==> src/rtl/mask_frame_pkg.sv <==
package mask_frame_pkg;
  localparam int unsigned FRAME_W = 32;
  localparam int unsigned HALF_W  = FRAME_W / 2;
  localparam int unsigned NUM_HALVES = 2;

  typedef logic [HALF_W-1:0] half_t;

  typedef struct packed {
    half_t mask;
    half_t data;
  } wr_word_t;

  function automatic half_t merge_half(half_t cur, half_t mask, half_t data);
    return (cur & ~mask) | (data & mask);
  endfunction
endpackage

==> src/rtl/mask_addr_decode.sv <==
module mask_addr_decode #(
  parameter int unsigned ADDR_W   = 16,
  parameter int unsigned NUM_REGS = 2,
  parameter logic [NUM_REGS*ADDR_W-1:0] REG_ADDRS = '0
) (
  input  logic [ADDR_W-1:0]   addr_i,
  output logic [NUM_REGS-1:0] sel_o
);
  for (genvar g = 0; g < NUM_REGS; g++) begin : g_cmp
    assign sel_o[g] = (addr_i == REG_ADDRS[g*ADDR_W +: ADDR_W]);
  end
endmodule

==> src/rtl/mask_half_reg.sv <==
module mask_half_reg
  import mask_frame_pkg::*;
(
  input  logic  clk_i,
  input  logic  rst_ni,
  input  logic  wr_i,
  input  half_t mask_i,
  input  half_t data_i,
  output half_t q_o
);
  half_t q_q;
  logic  past_ok_q;

  always_ff @(posedge clk_i or negedge rst_ni) begin
    if (!rst_ni)   q_q <= '0;
    else if (wr_i) q_q <= merge_half(q_q, mask_i, data_i);
  end

  // qualifies $past checks to cycles after reset
  always_ff @(posedge clk_i or negedge rst_ni) begin
    if (!rst_ni) past_ok_q <= 1'b0;
    else         past_ok_q <= 1'b1;
  end

  assign q_o = q_q;

  AST_MASKED_SET: assert property (@(posedge clk_i) disable iff (!rst_ni)
    past_ok_q && $past(wr_i) |-> ((q_q & $past(mask_i)) == ($past(data_i) & $past(mask_i))));
  AST_UNMASKED_HOLD: assert property (@(posedge clk_i) disable iff (!rst_ni)
    past_ok_q && $past(wr_i) |-> ((q_q & ~$past(mask_i)) == ($past(q_q) & ~$past(mask_i))));
  AST_IDLE_STABLE: assert property (@(posedge clk_i) disable iff (!rst_ni)
    past_ok_q && !$past(wr_i) |-> $stable(q_q));
endmodule

==> src/rtl/mask_frame_regs.sv <==
module mask_frame_regs
  import mask_frame_pkg::*;
#(
  parameter int unsigned ADDR_W  = 16,
  parameter logic [ADDR_W-1:0] LO_ADDR = 16'h0D04,
  parameter logic [ADDR_W-1:0] HI_ADDR = 16'h0D00
) (
  input  logic               clk_i,
  input  logic               rst_ni,
  input  logic [ADDR_W-1:0]  addr_i,
  input  logic               we_i,
  input  logic [FRAME_W-1:0] wdata_i,
  output logic [FRAME_W-1:0] rdata_o,
  output logic [FRAME_W-1:0] frame_o
);
  // index 0 = low half, index 1 = high half
  localparam logic [NUM_HALVES*ADDR_W-1:0] ADDRS = {HI_ADDR, LO_ADDR};

  logic [NUM_HALVES-1:0] sel;
  half_t                 half_q [NUM_HALVES];
  wr_word_t              wword;
  half_t                 rd_half;

  assign wword = wr_word_t'(wdata_i);

  mask_addr_decode #(
    .ADDR_W   (ADDR_W),
    .NUM_REGS (NUM_HALVES),
    .REG_ADDRS(ADDRS)
  ) u_dec (
    .addr_i(addr_i),
    .sel_o (sel)
  );

  for (genvar h = 0; h < NUM_HALVES; h++) begin : g_half
    mask_half_reg u_reg (
      .clk_i (clk_i),
      .rst_ni(rst_ni),
      .wr_i  (we_i && sel[h]),
      .mask_i(wword.mask),
      .data_i(wword.data),
      .q_o   (half_q[h])
    );
    assign frame_o[h*HALF_W +: HALF_W] = half_q[h];
  end

  always_comb begin
    rd_half = '0;
    for (int i = 0; i < NUM_HALVES; i++)
      if (sel[i]) rd_half = half_q[i];
  end

  assign rdata_o = {{HALF_W{1'b0}}, rd_half};

  AST_SEL_ONEHOT: assert property (@(posedge clk_i) disable iff (!rst_ni)
    $onehot0(sel));
  AST_READ_MASK_ZERO: assert property (@(posedge clk_i) disable iff (!rst_ni)
    rdata_o[FRAME_W-1:HALF_W] == '0);
  AST_STRAY_NO_CHANGE: assert property (@(posedge clk_i) disable iff (!rst_ni)
    we_i && (sel == '0) |=> $stable(frame_o));
endmodule

==> config.mk <==
export PLATFORM = sky130hd
export DESIGN_NAME = mask_frame_regs
export DESIGN_NICKNAME = d
export VERILOG_FILES = /design/src/rtl/mask_frame_pkg.sv /design/src/rtl/mask_addr_decode.sv /design/src/rtl/mask_half_reg.sv /design/src/rtl/mask_frame_regs.sv
export SDC_FILE = /design/constraint.sdc
export NUM_CORES = 1
export LEC_CHECK = 0
export ABC_AREA = 1
export BUFFER_PORTS_ARGS = -buffer_cell sky130_fd_sc_hd__buf_2
export CAP_MARGIN = 20
export CORE_MARGIN = 1.5
export CORE_UTILIZATION = 42
export DETAILED_ROUTE_END_ITERATION = 8
export PLACE_DENSITY_LB_ADDON = 0.2
export SETUP_SLACK_MARGIN = 0.2
export SYNTH_ARGS = -nofsm -noshare
export SYNTH_HDL_FRONTEND = slang
export SYNTH_SLANG_ARGS = --single-unit
==> constraint.sdc <==
create_clock -name clk_i -period 0.95 [get_ports clk_i]
set_input_delay 0.095 -clock clk_i [delete_from_list [all_inputs] [get_ports clk_i]]
set_output_delay 0.095 -clock clk_i [all_outputs]
set_load 0.02 [all_outputs]
==> flow_summary.json <==
{
  "outcome": "complete, but fails checks",
  "violations": "setup timing",
  "arrival_ns": 1.15,
  "die_h_um": 74.60,
  "layout-drive-gt1-share_pct": 55.35,
  "vias": 2697,
  "worstSetupPathType": "input port to output pin",
  "cts_tree": "built",
  "clk_pin_slew_ns": 0.07,
  "grt_pass1_wl_um": 11720,
  "antenna_cells": 0,
  "fp.dieW_um": 74.60,
  "endpoint_kind": "output pin",
  "clockRootBuffer": "clkbuf_8",
  "synth.cell_area_um2": 2153,
  "fin_ws_ns": -0.2953,
  "yosysUniqueCellTypes": 19,
  "hold_viol": 0,
  "rsz0062_at_grt": "yes",
  "post-route-period-util_pct": 131.1,
  "via_per_inst": 5.427,
  "synthTopCellsByArea": "dfrtp_1, nand4_1, nand2_1",
  "clk_path_buf_depth": 2,
  "synthCells": 284,
  "seqCellArea_um2": 805.8,
  "wl_per_cell_um": 16.61,
  "fillCellCount": 284,
  "post-route-min-period_ns": 1.245,
  "cp_max_fo": 7,
  "slew_viol_final": 0,
  "drv_cap": 0,
  "synth_top_cell_by_area": "dfrtp_1",
  "fp.coreArea_um2": 4817,
  "syn_to_final_growth_pct": 85.12,
  "finalClockSkew_ns": 0,
  "multi_input_area_um2": 1374,
  "holdWs_ns": 0.06883,
  "drt_first_pass_iters": 4,
  "syn_avg_cell_area_um2": 7.582,
  "finalNetCount": 480,
  "grt_pass1_vias": 2538,
  "dieArea_um2": 5565,
  "grt_antenna_before_repair": 0,
  "grtUsageTotal_pct": 27.75,
  "vdd_drop_max_v": 0.0007468,
  "p_leak_nw": 2.102,
  "ys_ff_latch": 32,
  "h-tree-depth": 2,
  "insertion_delay_ns": 0.28,
  "finalSetupViolCount": 61,
  "place_congestion": 0.7661,
  "timing.critical_path.required_ns": 0.85,
  "cts.sinks": 32,
  "reg2reg_slack_ns": 0.11,
  "num_rows": 25,
  "antenna_left": 0,
  "drc": 0,
  "worstHoldPathType": "input port to flop",
  "power_density_nw_per_um2": 789.6,
  "yosysTopAreaCellShare_pct": 37.19,
  "initial_utilization_pct": 44.70,
  "ys_seq_area_share_pct": 37.19,
  "yosys_warnings": 0,
  "wirelength_um": 8253,
  "hpwlAfterDp_um": 4411,
  "placed_cell_area_um2": 2915,
  "grt_max_degree": 34,
  "grt_overflow": 0,
  "io_pins": 115,
  "startpoint_type": "input port",
  "io_buffers": 98,
  "clock.fmax_ghz": 0.8030,
  "final_area_um2": 3986,
  "drt_iter0_markers": 227,
  "cts_made_buffers": 5
}
-- area by class of cell --
type	instances	area share, %
Sequential cell	32	20.21
Clock buffer	6	1.820
Timing Repair Buffer	158	38.86
Multi-Input combinational cell	221	34.46
Clock inverter	2	0.8788
Inverter	11	1.664
Tap cell	67	2.103
-- power by group --
| group | internal, mW | switching, mW |
|---|---|---|
| registers | 1.36 | 0.000329 |
| clock network | 0.779 | 0.533 |
| logic | 0.189 | 0.285 |
| total | 2.33 | 0.818 |
-- layer usage --
layer	routed length (um)	vias to the layer above	part of all wire [%]	global-route usage, %
met3	477	14	5.8	5.962
met5	0	-	0	0
li1	-	1237	-	-
met4	114	0	1.4	9.293
met2	4592	132	56	49.60
met1	3067	1314	37	32.99
-- through the flow --
step | utilization [%] | worst slack (ns) | total power, mW | cells | TNS, ns
2_1_floorplan | - | -0.02752 | 1.593 | 299 | -0.3548
3_3_place_gp | 60.52 | -0.3129 | 1.775 | 453 | -10.74
3_5_place_dp | 60.52 | -0.3389 | 1.782 | 453 | -11.73
4_1_cts | 76.81 | -0.2788 | 3.113 | 486 | -4.191
5_1_grt | 82.75 | -0.3367 | 3.249 | 497 | -11.22
6_report | 82.75 | -0.2953 | 3.148 | 497 | -8.142
-- final timing paths --
check | end | depth (start not counted) | start
min | flop | 3 | wdata_i[8]
min in group asynchronous | async pin | 3 | rst_ni
min reg2reg | flop | 2 | flop
max reg2reg | flop | 3 | flop
max | rdata_o[5] | 10 | addr_i[9]
max in group asynchronous | async pin | 3 | rst_ni
-- what timing repair did --
| item | 4_1_cts | 5_1_grt |
|---|---|---|
| cloned | 2 | 1 |
| pin swaps | 30 | 24 |
| hold endpoints to repair | 32 | 0 |
| hold buffers | 1 | 0 |
| buffers inserted | 22 | 10 |
| endpoints found under the setup margin | 80 | 80 |
| resized for setup | 136 | 46 |
-- placed cells by master, fill, tap and decap left out, types with 3 or more instances in the layout --
cell,instances
nand3_2,6
dfrtp_1,28
inv_2,6
nand2_4,10
buf_4,29
buf_6,78
nand2_2,23
buf_2,38
inv_4,3
nand4_1,65
nand2_1,79
dfrtp_2,4
nand3_4,7
clkbuf_8,5
conb_1,16
nor2_4,11
buf_12,8
-- synth_stat cells --
cell type,n
nand4_1,65
nor2_1,5
conb_1,1
buf_1,1
nand2_4,4
inv_4,1
buf_6,8
buf_4,16
dfrtp_1,32
nor2_8,2
nand2_2,1
inv_1,8
clkbuf_1,2
nand3_1,13
inv_2,2
buf_2,8
nor2_2,6
nor2_4,2
nand2_1,107
-- worst max-delay path: stages --
cell and delay (ns):
buf_8 0.10, clkinv_8 0.04, nand2_4 0.04, nor2_4 0.11, nand2_4 0.10, nor2_8 0.22, buf_12 0.17, nand3_2 0.07
nand2_2 0.08, buf_6 0.12
-- kinds of logic after synthesis --
logic type	Yosys count	synth area share [%]
simple gates	205	48.46
buf+inv	46	14.18
flops	32	37.19
other cells	1	0.1742
(Power assumes the default switching activity.)
